## src/rtl/irq_seq_pkg.sv

```systemverilog
// Shared types and status-word field positions for the entry sequencer.
// Assumes a 32-bit status word with a 4-bit level field.
package irq_seq_pkg;
    localparam int XLEN    = 32;
    localparam int IE_BIT  = 16;
    localparam int U_BIT   = 17;
    localparam int PM_BIT  = 20;
    localparam int IPL_LSB = 24;
    localparam int IPL_W   = 4;

    typedef enum logic [1:0] {EK_FAST, EK_NORM, EK_EXC} entry_kind_t;
    typedef enum logic [2:0] {ST_IDLE, ST_PUSH_SR, ST_PUSH_PC, ST_VEC_RD, ST_DONE} seq_state_t;
endpackage

```

## src/rtl/irq_accept.sv

```systemverilog
// Acceptance and arbitration: decides whether any source may enter and
// which one, fast over normal over exception. Purely combinational.
module irq_accept
    import irq_seq_pkg::*;
#(
    parameter int LVL_W = IPL_W
) (
    input  logic             fast_req,
    input  logic             norm_req,
    input  logic [LVL_W-1:0] norm_lvl,
    input  logic             exc_req,
    input  logic             ie,
    input  logic [LVL_W-1:0] ipl,
    output logic             take,
    output entry_kind_t      kind
);
    localparam logic [LVL_W-1:0] LVL_MAX = {LVL_W{1'b1}};

    logic fast_ok, norm_ok;

    // Qualify each source against enable and current level.
    always_comb begin
        fast_ok = fast_req && ie && (ipl != LVL_MAX);
        norm_ok = norm_req && ie && (ipl < norm_lvl);
        take    = fast_ok || norm_ok || exc_req;
        if (fast_ok)      kind = EK_FAST;
        else if (norm_ok) kind = EK_NORM;
        else              kind = EK_EXC;
    end
endmodule

```

## src/rtl/irq_vec_addr.sv

```systemverilog
// Vector address unit: table entry address for a normal request or an
// exception. Low exception vectors use a fixed table, high ones the base.
module irq_vec_addr
    import irq_seq_pkg::*;
#(
    parameter int              NUM_W     = 8,
    parameter int              VEC_W     = 9,
    parameter logic [XLEN-1:0] FIX_TABLE = 32'hFFFF_FFC0
) (
    input  entry_kind_t      kind,
    input  logic [NUM_W-1:0] num,
    input  logic [VEC_W-1:0] vec,
    input  logic [XLEN-1:0]  base,
    output logic [XLEN-1:0]  addr
);
    localparam int LOW_W = VEC_W - 1;

    // Select table and scale the index to a word offset.
    always_comb begin
        if (kind == EK_NORM)
            addr = base + XLEN'({num, 2'b00});
        else if (vec[VEC_W-1])
            addr = base + XLEN'({vec[LOW_W-1:0], 2'b00});
        else
            addr = FIX_TABLE + XLEN'({vec, 2'b00});
    end
endmodule

```

## src/rtl/irq_psw_update.sv

```systemverilog
// Status word rewrite on entry: clears mode, enable and stack-select bits
// and sets the level field according to the entry kind.
module irq_psw_update
    import irq_seq_pkg::*;
(
    input  logic [XLEN-1:0]  psw_in,
    input  entry_kind_t      kind,
    input  logic [IPL_W-1:0] lvl,
    output logic [XLEN-1:0]  psw_out
);
    // Build the handler status word.
    always_comb begin
        psw_out         = psw_in;
        psw_out[IE_BIT] = 1'b0;
        psw_out[U_BIT]  = 1'b0;
        psw_out[PM_BIT] = 1'b0;
        case (kind)
            EK_FAST: psw_out[IPL_LSB +: IPL_W] = {IPL_W{1'b1}};
            EK_NORM: psw_out[IPL_LSB +: IPL_W] = lvl;
            default: ;
        endcase
    end
endmodule

```

## src/rtl/irq_entry_seq.sv

```systemverilog
// Interrupt/exception entry sequencer. Accepts one source while idle,
// saves context (backup registers or two stack pushes), reads the vector
// and commits all results in a single done cycle.
// Assumes vec_base is stable during a sequence and that sources drop
// their request on the matching clear strobe.
module irq_entry_seq
    import irq_seq_pkg::*;
#(
    parameter int              NUM_W     = 8,
    parameter int              VEC_W     = 9,
    parameter logic [XLEN-1:0] FIX_TABLE = 32'hFFFF_FFC0
) (
    input  logic             clk,
    input  logic             rst_n,
    input  logic             fast_req,
    input  logic             norm_req,
    input  logic [NUM_W-1:0] norm_num,
    input  logic [IPL_W-1:0] norm_lvl,
    input  logic             exc_req,
    input  logic [VEC_W-1:0] exc_vec,
    input  logic [XLEN-1:0]  psw_cur,
    input  logic [XLEN-1:0]  pc_cur,
    input  logic [XLEN-1:0]  sp_cur,
    input  logic [XLEN-1:0]  isp_cur,
    input  logic [XLEN-1:0]  vec_base,
    input  logic [XLEN-1:0]  fast_vec,
    output logic             mem_valid,
    output logic             mem_write,
    output logic [XLEN-1:0]  mem_addr,
    output logic [XLEN-1:0]  mem_wdata,
    input  logic             mem_ready,
    input  logic [XLEN-1:0]  mem_rdata,
    output logic             busy,
    output logic             done,
    output logic [XLEN-1:0]  pc_new,
    output logic [XLEN-1:0]  psw_new,
    output logic             sp_wr,
    output logic [XLEN-1:0]  sp_new,
    output logic             isp_wr,
    output logic [XLEN-1:0]  isp_new,
    output logic             usp_wr,
    output logic [XLEN-1:0]  usp_new,
    output logic             bk_wr,
    output logic [XLEN-1:0]  bk_pc,
    output logic [XLEN-1:0]  bk_psw,
    output logic             ack,
    output logic [NUM_W-1:0] ack_num,
    output logic             fast_clr,
    output logic             norm_clr,
    output logic             wake
);
    localparam logic [XLEN-1:0] WORD = XLEN'(4);

    seq_state_t       state;
    entry_kind_t      kind_q, acc_kind;
    logic             acc_take;
    logic [XLEN-1:0]  psw_q, pc_q, sp_q, wsp_q, pc_new_q, vaddr;
    logic             u_q;
    logic [NUM_W-1:0] num_q;
    logic [IPL_W-1:0] lvl_q;
    logic [VEC_W-1:0] vec_q;

    irq_accept #(.LVL_W(IPL_W)) u_acc (
        .fast_req (fast_req),
        .norm_req (norm_req),
        .norm_lvl (norm_lvl),
        .exc_req  (exc_req),
        .ie       (psw_cur[IE_BIT]),
        .ipl      (psw_cur[IPL_LSB +: IPL_W]),
        .take     (acc_take),
        .kind     (acc_kind)
    );

    irq_vec_addr #(.NUM_W(NUM_W), .VEC_W(VEC_W), .FIX_TABLE(FIX_TABLE)) u_vec (
        .kind (kind_q),
        .num  (num_q),
        .vec  (vec_q),
        .base (vec_base),
        .addr (vaddr)
    );

    irq_psw_update u_psw (
        .psw_in  (psw_q),
        .kind    (kind_q),
        .lvl     (lvl_q),
        .psw_out (psw_new)
    );

    // Sequence state and captured context.
    always_ff @(posedge clk) begin
        if (!rst_n) begin
            state    <= ST_IDLE;
            kind_q   <= EK_EXC;
            psw_q    <= '0;
            pc_q     <= '0;
            sp_q     <= '0;
            wsp_q    <= '0;
            pc_new_q <= '0;
            u_q      <= 1'b0;
            num_q    <= '0;
            lvl_q    <= '0;
            vec_q    <= '0;
        end else begin
            case (state)
                ST_IDLE: if (acc_take) begin
                    kind_q   <= acc_kind;
                    psw_q    <= psw_cur;
                    pc_q     <= pc_cur;
                    sp_q     <= sp_cur;
                    u_q      <= psw_cur[U_BIT];
                    wsp_q    <= (psw_cur[U_BIT] ? isp_cur : sp_cur) - WORD;
                    vec_q    <= exc_vec;
                    pc_new_q <= fast_vec;
                    if (acc_kind == EK_NORM) begin
                        num_q <= norm_num;
                        lvl_q <= norm_lvl;
                    end
                    state <= (acc_kind == EK_FAST) ? ST_DONE : ST_PUSH_SR;
                end
                ST_PUSH_SR: if (mem_ready) begin
                    wsp_q <= wsp_q - WORD;
                    state <= ST_PUSH_PC;
                end
                ST_PUSH_PC: if (mem_ready) state <= ST_VEC_RD;
                ST_VEC_RD: if (mem_ready) begin
                    pc_new_q <= mem_rdata;
                    state    <= ST_DONE;
                end
                default: state <= ST_IDLE;
            endcase
        end
    end

    // Memory port driven from the current step.
    always_comb begin
        mem_valid = (state == ST_PUSH_SR) || (state == ST_PUSH_PC) || (state == ST_VEC_RD);
        mem_write = (state != ST_VEC_RD);
        mem_addr  = (state == ST_VEC_RD) ? vaddr : wsp_q;
        mem_wdata = (state == ST_PUSH_SR) ? psw_q : pc_q;
    end

    // Commit-cycle outputs.
    always_comb begin
        busy     = (state != ST_IDLE);
        done     = (state == ST_DONE);
        pc_new   = pc_new_q;
        sp_wr    = done && (kind_q != EK_FAST);
        sp_new   = wsp_q;
        isp_wr   = done && !((kind_q == EK_FAST) && u_q);
        isp_new  = (kind_q == EK_FAST) ? sp_q : wsp_q;
        usp_wr   = done && u_q;
        usp_new  = sp_q;
        bk_wr    = done && (kind_q == EK_FAST);
        bk_pc    = pc_q;
        bk_psw   = psw_q;
        ack      = done && (kind_q != EK_EXC);
        ack_num  = num_q;
        fast_clr = done && (kind_q == EK_FAST);
        norm_clr = done && (kind_q == EK_NORM);
        wake     = done;
    end
endmodule

```

## config.mk

```make
export PLATFORM = sky130hd
export DESIGN_NAME = irq_entry_seq
export DESIGN_NICKNAME = d
export VERILOG_FILES = /design/src/rtl/irq_seq_pkg.sv /design/src/rtl/irq_accept.sv /design/src/rtl/irq_vec_addr.sv /design/src/rtl/irq_psw_update.sv /design/src/rtl/irq_entry_seq.sv
export SDC_FILE = /design/constraint.sdc
export NUM_CORES = 1
export LEC_CHECK = 0
export BUFFER_PORTS_ARGS = -buffer_cell sky130_fd_sc_hd__buf_2
export CORE_AREA = 2 2 215 217
export CTS_CLUSTER_DIAMETER = 40
export DETAILED_ROUTE_END_ITERATION = 8
export DIE_AREA = 0 0 217 219
export GPL_TIMING_DRIVEN = 0
export MAX_ROUTING_LAYER = met4
export PLACE_DENSITY = 0.49
export SLEW_MARGIN = 0
export SYNTH_ARGS = -nofsm -noshare
export SYNTH_HDL_FRONTEND = slang
export SYNTH_SLANG_ARGS = --single-unit
```

## constraint.sdc

```tcl
create_clock -name clk -period 3.53 [get_ports clk]
set_input_delay 0 -clock clk [delete_from_list [all_inputs] [get_ports clk]]
set_output_delay 0 -clock clk [all_outputs]
set_load 0.01 [all_outputs]
```

==> results of run 1 <==
## state kept, by name (all words and copies together) (netlist names)
register,count
state,3
sp_new,32
bk_psw,32
ack_num,8
vec_q,9
usp_new,32
pc_new,32
lvl_q,4
kind_q,2
bk_pc,32
## worst max path at each step
stage                          endpoint  slack [ns]  depth (start not counted)
after detailed placement  mem_wdata[20]       -0.71                         10
after floorplan              sp_new[31]        0.61                          8
after CTS                  mem_addr[24]        0.03                          9
after global placement    mem_wdata[20]       -0.72                         10
after global routing       mem_addr[15]       0.002                          9
final                      mem_addr[15]        0.18                          9
## cell families (layout without fill, tap and decap cells)
kind of cell               after synthesis  in the layout
muxes                                   94             94
other                                    1              5
xor gates and xnor gates                44             44
adders and majority gates               23             23
DFF                                    186            186
buffers and inverters                  180            947
AOI/OAI and AO/OA                      380            380
and+or+nand+nor                        736            736
## synth_stat cells, drive strengths merged, types with 7 or more instances
master | instances | area share
a21oi | 145 | 0.061
ha | 21 | 0.022
mux2i | 44 | 0.037
nor3 | 38 | 0.016
nand2 | 428 | 0.14
a221oi | 13 | 0.0096
nand3 | 29 | 0.013
o31a | 9 | 0.0066
nor2 | 135 | 0.043
o31ai | 7 | 0.0044
inv | 29 | 0.0092
mux2 | 50 | 0.047
nor3b | 7 | 0.0044
xnor2 | 34 | 0.025
a211oi | 18 | 0.011
dfxtp | 186 | 0.31
nand4 | 19 | 0.010
clkbuf | 108 | 0.034
a311oi | 55 | 0.041
and3 | 9 | 0.0047
xor2 | 10 | 0.0074
o211ai | 7 | 0.0044
or3 | 19 | 0.010
buf | 43 | 0.025
nor4 | 17 | 0.0090
o21ai | 70 | 0.030
## power breakdown
group | internal (W) | switching (W)
Sequential | 0.00247 | 0.000507
Clock | 0.000938 | 0.00105
Combinational | 0.00163 | 0.00259
## critical path: stages (launching register included)
cell	delay [ns]
dfxtp_1	0.42
ha_1	0.28
a211oi_1	0.37
o21ai_0	0.22
a21boi_0	0.32
clkbuf_2	0.41
o31a_1	0.16
o21ai_0	0.08
a221oi_1	0.39
buf_2	0.20
## placed cells by master (no fill, tap or decap), types with 7 or more instances in the layout
cell type | Yosys | routed
ha_1 | 21 | 21
mux2_2 | 47 | 47
clkbuf_16 | 0 | 17
nor2_1 | 135 | 135
o211ai_1 | 7 | 7
a311oi_1 | 55 | 55
xor2_1 | 10 | 10
nand3_1 | 27 | 26
clkbuf_2 | 0 | 14
dfxtp_1 | 186 | 186
and3_1 | 9 | 9
a211oi_1 | 18 | 17
o21ai_0 | 60 | 60
mux2i_1 | 44 | 44
clkbuf_1 | 108 | 89
xnor2_1 | 34 | 34
inv_1 | 29 | 29
nand2_1 | 428 | 428
o31a_1 | 9 | 9
nand4_1 | 19 | 19
o21ai_1 | 10 | 10
buf_4 | 32 | 35
a21oi_1 | 145 | 145
dlygate4sd3_1 | 0 | 186
nor3_1 | 38 | 38
o31ai_1 | 7 | 7
or3_1 | 19 | 19
nor4_1 | 17 | 17
buf_2 | 2 | 554
a221oi_1 | 13 | 13
## per-layer routing
layer,wire length [microns],up-vias,track usage
li1,-,7297,-
met1,26780,7245,0.3129
met2,32550,547,0.4740
met3,3729,57,0.04796
met4,1211,0,0.07146
met5,0,-,-
## per-stage QoR
stage               setup TNS [ns]  cells  utilization  worst slack, ns  total power, W
floorplan                        0   1646            -           0.6078        0.005091
CTS                              0   3014       0.3962          0.02620        0.009239
global route                     0   3015       0.3973         0.002000        0.009756
finish                           0   3015       0.3973           0.1772        0.009179
detailed placement          -19.83   2797       0.3413          -0.7099        0.007066
global placement            -44.23   2797       0.3412          -0.7163        0.007034
## layout make-up
type,count,area [sq um]
fill,4803,27170
multi-input combinational,1280,7395
timing repair buffer,740,4642
sequential,186,3724
tap,600,750.7
buffer,146,708.2
clock buffer,17,425.4
clock inverter,15,155.1
inverter,29,108.9
antenna,2,5.005
## timing repair
action | in CTS | in global routing
endpoints found under the hold margin | 155 | 0
pin swaps | 1 | 1
hold buffers | 186 | 0
setup buffers | 2 | 1
cloned | 0 | 0
resized for setup | 14 | 17
setup endpoints to repair | 64 | 119
==> results.sh, run 1 <==
export IMPL_status="completed"
export IMPL_cts_clk_slew_worst_paths_ns=0.09
export IMPL_grt_usage=0.2685
export IMPL_cp_required_ns=3.53
export IMPL_hold_violations=0
export IMPL_grt_max_degree=20
export IMPL_synth_edff_count=0
export IMPL_hold_path_depth=5
export IMPL_yosys_area_share_simple=0.2681
export IMPL_period_needed_ns=3.353
export IMPL_routedWlPerCell_microns=21.32
export IMPL_core_sq_um=45090
export IMPL_min_from="isp_cur[2]"
export IMPL_r2r_end="sp_new[10]"
export IMPL_synthMuxAreaShare=0.08456
export IMPL_drt_antenna_violating_nets=0
export IMPL_cts_buffers=17
export IMPL_grt_overflow=0
export IMPL_synth_seq_cells=186
export IMPL_async_reset_ff_frac=0
export IMPL_final_cell_area_sq_um=17910
export IMPL_clkLatencyLatePin_ns=0.49
export IMPL_fp_dieW_microns=217
export IMPL_htreeDepth=4
export IMPL_finClkSkew_ns=0.02782
export IMPL_synth_ff_type="dfxtp_1"
export IMPL_ys_types=72
export IMPL_clockRootBuffer="clkbuf_16"
export IMPL_vias=15150
export IMPL_rsz0062_at_grt="no"
export IMPL_finalWirelength_microns=64270
export IMPL_area_growth_pct=50.96
export IMPL_slew_headroom=0.2119
export IMPL_drc=0
export IMPL_vdd_drop_max_v=0.0002792
export IMPL_cts_sinks=186
export IMPL_start_kind="flop"
export IMPL_drtIter0Drc=895
export IMPL_cp_arrival_ns=3.35
export IMPL_cts_buffer_depth=2
export IMPL_crit_fanout=19
export IMPL_first_pass_iters=5
export IMPL_worst_r2r_cell_count=11
export IMPL_critPathLaunch="vec_q[1]"
export IMPL_hpwl_microns=50730
export IMPL_r2r_start="state[2]"
export IMPL_rows=78
export IMPL_r2r_slack_ns=0.32
export IMPL_hold_ws_ns=0.04163
export IMPL_seq_area_frac_synth=0.3138
export IMPL_first_global_vias=14970
export IMPL_synth_fa_ha_area_frac=0.02552
export IMPL_initial_utilization=0.2632
export IMPL_fmax_mhz=298.3
export IMPL_syn_area_sq_um=11870
export IMPL_die_h_microns=219
export IMPL_drive_gt1_frac=0.2889
export IMPL_cts_tree="done"
export IMPL_powerDensity_nw_per_um2=512.4
export IMPL_dpl_cell_area_sq_um=15390
export IMPL_worstSetupPathType="reg2out"
export IMPL_portBuffers=551
export IMPL_dieArea_sq_um=47520
export IMPL_drv_cap=0
export IMPL_synth_xor_area_frac=0.03248
export IMPL_ios=559
export IMPL_synth_compound_gate_area_share=0.2067
export IMPL_syn_inst=1644
export IMPL_nets=2674
export IMPL_total_leakage_power_nw=8.242
export IMPL_yosys_warnings=0
export IMPL_antenna_found_initial=2
export IMPL_holdCritPathClass="in2reg"
export IMPL_syn_avg_cell_area_sq_um=7.218
export IMPL_hold_end="sp_new[2]"
export IMPL_synth_top_family_by_area="simple AND/OR/NAND/NOR gates"
export IMPL_drv_slew=0
export IMPL_max_slew_worst_pin_slew_ns=1.178
export IMPL_grt_pass1_wl_microns=92910
export IMPL_period_share=0.9498
export IMPL_endpoint_kind="output port"
export IMPL_vias_per_cell=5.024
export IMPL_setup_viol_count_final=0
export IMPL_gp_congestion=0.9189
Note: power is estimated with default switching activity, not from simulation.
==> run 2, diff against run 1 <==
CELL_PAD_IN_SITES_DETAIL_PLACEMENT = 1   (was unset)
CELL_PAD_IN_SITES_GLOBAL_PLACEMENT = 1   (was unset)
CORE_AREA = 2 2 220 222   (was 2 2 215 217)
DIE_AREA = 0 0 222 224   (was 0 0 217 219)
PLACE_DENSITY = 0.65   (was 0.49)
==> run 2 against run 1 <==
  * First-iteration DRC count shrank 21%
  * Fmax shrank 2.1%
  * Cell count up 0.70%
  * Combinational power up 2%
  * Critical path type is now reg2reg
  * Via count increased by 2.4%
  * Critical path depth up 2
  * Flip-flop and latch count is the same
  * Core utilization decreased by 1.8 points
  * Design area increased by 0.13%
  * Register-to-register slack worse by 0.21 ns
==> results.sh, run 2 (synthesis gave the netlist of run 1 again) <==
export IMPL_status="completed"
export IMPL_vias_per_cell=5.110
export IMPL_clockRootBuffer="clkbuf_16"
export IMPL_layout_commonest_cell="buf_2"
export IMPL_nets=2675
export IMPL_fp_dieW_microns=222
export IMPL_grtUsageMet1=0.3017
export IMPL_finClkSkew_ns=0.01178
export IMPL_critPathBufInv=4
export IMPL_period_share=0.9699
export IMPL_hold_violations=0
export IMPL_r2r_start="state[2]"
export IMPL_drt_antenna_violating_nets=0
export IMPL_cpMostUsedCell="a311oi_1"
export IMPL_cpPeakStageDelay_ns=0.46
export IMPL_rsz0062_at_grt="yes"
export IMPL_cpMaxStageDelayCell="or3b_4"
export IMPL_grt_pass1_wl_microns=102000
export IMPL_hold_path_depth=5
export IMPL_rows=80
export IMPL_holdCritPathClass="in2reg"
export IMPL_die_h_microns=224
export IMPL_p_seq_frac=0.320
export IMPL_fmax_mhz=292.1
export IMPL_drv_slew=0
export IMPL_total_power_w=0.009336
export IMPL_period_needed_ns=3.424
export IMPL_grt_usage=0.2797
export IMPL_pwr_share_clk=0.218
export IMPL_crit_cells=11
export IMPL_antenna_found_initial=7
export IMPL_cp_required_ns=3.94
export IMPL_r2r_end="sp_new[10]"
export IMPL_busiest_layer="met2"
export IMPL_max_slew_worst_pin_slew_ns=1.005
export IMPL_cts_sinks=186
export IMPL_portBuffers=551
export IMPL_drc=0
export IMPL_initial_utilization=0.2506
export IMPL_swShare=0.4535
export IMPL_grt_use_met2=0.4917
export IMPL_fillCellCount=5948
export IMPL_dieArea_sq_um=49730
export IMPL_clkLatencyLatePin_ns=0.50
export IMPL_grt_max_degree=20
export IMPL_r2r_slack_ns=0.11
export IMPL_grt_overflow=0
export IMPL_vdd_drop_max_v=0.0002688
export IMPL_start_kind="flop"
export IMPL_endpoint_kind="flop"
export IMPL_use_met3=0.06978
export IMPL_min_from="isp_cur[31]"
export IMPL_critPathTopFamily="buffers and inverters"
export IMPL_first_global_vias=16680
export IMPL_drtIter0Drc=708
export IMPL_total_leakage_power_nw=8.246
export IMPL_final_cell_mix="buf_2, nand2_1, dfxtp_1, dlygate4sd3_1, a21oi_1"
export IMPL_critPathLaunch="state[2]"
export IMPL_cts_clk_slew_worst_paths_ns=0.08
export IMPL_cts_tree="done"
export IMPL_htreeDepth=4
export IMPL_crit_chain="buf_2, or3b_4, buf_6, mux2i_1, ha_1, inv_1, a211oi_2, clkbuf_1, nor3b_1, a311oi_1, a311oi_1"
export IMPL_combinationalPowerShare=0.462
export IMPL_worstSetupPathType="reg2reg"
export IMPL_worst_r2r_cell_count=11
export IMPL_drv_cap=0
export IMPL_crit_fanout=10
export IMPL_hold_end="sp_new[31]"
export IMPL_first_pass_iters=5
export IMPL_area_growth_pct=51.15
export IMPL_cts_buffer_depth=2
export IMPL_vias=15510
export IMPL_hpwl_microns=53810
export IMPL_p_int_w=0.005102
export IMPL_routedWlPerCell_microns=22.69
export IMPL_ios=559
export IMPL_drive_gt1_frac=0.2887
export IMPL_slew_headroom=0.3257
export IMPL_powerDensity_nw_per_um2=520.5
export IMPL_gp_congestion=0.9175
export IMPL_finalWirelength_microns=68870
export IMPL_postLayoutCoreUtil=0.3788
export IMPL_cts_buffers=17
export IMPL_cp_arrival_ns=3.83
export IMPL_power_switching_w=0.004234
export IMPL_core_sq_um=47350
export IMPL_setup_viol_count_final=0
[run 2: cell count changes in the layout (fill, tap and decap cells not counted), moves of 2 or more]
cell      before  now
inv_8          0    3
diode_2        2    7
inv_6          6    3
clkinv_4       2    0
clkinv_2       1    3
clkbuf_4       1    3
clkinv_8       4    2
clkbuf_2      14   12
[run 2: how the worst max path moves through the flow]
stage / endpoint / slack, ns
after floorplan: sp_new[31] / 0.61
after global placement: mem_wdata[28] / -1.01
after detailed placement: mem_wdata[28] / -1.00
after CTS: sp_new[10] / 0.02
after global routing: sp_new[10] / -0.05
final: sp_new[10] / 0.11
[run 2: stage by stage]
step / cells / hold slack, ns / worst slack, ns / area, sq um / setup TNS, ns
after floorplan: 1646 / 0.1360 / 0.6078 / 11870 / 0
after global placement: 2812 / 0.2384 / -1.007 / 15400 / -45.36
after detailed placement: 2812 / 0.2444 / -1.003 / 15410 / -27.71
after CTS: 3031 / 0.008074 / 0.02186 / 17910 / 0
after global routing: 3036 / 0.07813 / -0.04865 / 17940 / -0.04865
final: 3036 / 0.04179 / 0.1064 / 17940 / 0
[run 2: routing by layer]
layer	wire length [microns]	part of all wire
met5	0	0
met4	2371	0.034
met3	4234	0.061
met2	34790	0.51
met1	27480	0.40
[run 2: cell type report]
cell class,instances,area (sq um),share of cell area
inverter,29,108.9,0.006069
antenna,7,17.52,0.0009766
buffer,147,716.9,0.03997
multi-input combinational,1280,7375,0.4112
tap,615,769.5,0.04290
sequential,186,3724,0.2076
timing repair buffer,740,4639,0.2587
clock buffer,17,425.4,0.02372
clock inverter,15,160.2,0.008929
[run 2: worst min-delay path, stage by stage]
cell	delay (ns)
buf_2	0.11
mux2i_1	0.13
o21ai_0	0.10
o31ai_1	0.07
a311oi_1	0.09
[run 2: power by group through the flow]
| stage | Clock, W | Sequential (W) | Combinational [W] |
|---|---|---|---|
| 3_3_place_gp | 0 | 0.00302 | 0.00403 |
| 2_1_floorplan | 0 | 0.00295 | 0.00214 |
| 6_report | 0.00204 | 0.00299 | 0.00431 |
| 5_1_grt | 0.00216 | 0.00303 | 0.00470 |
| 3_5_place_dp | 0 | 0.00304 | 0.00409 |
| 4_1_cts | 0.00208 | 0.00299 | 0.00430 |
[run 2: repair_timing]
action,in CTS,in global routing
hold buffers,185,0
pin swaps,2,0
hold endpoints to repair,157,0
setup endpoints to repair,69,143
setup buffers,4,0
gates resized for setup,16,16
gates cloned,0,0
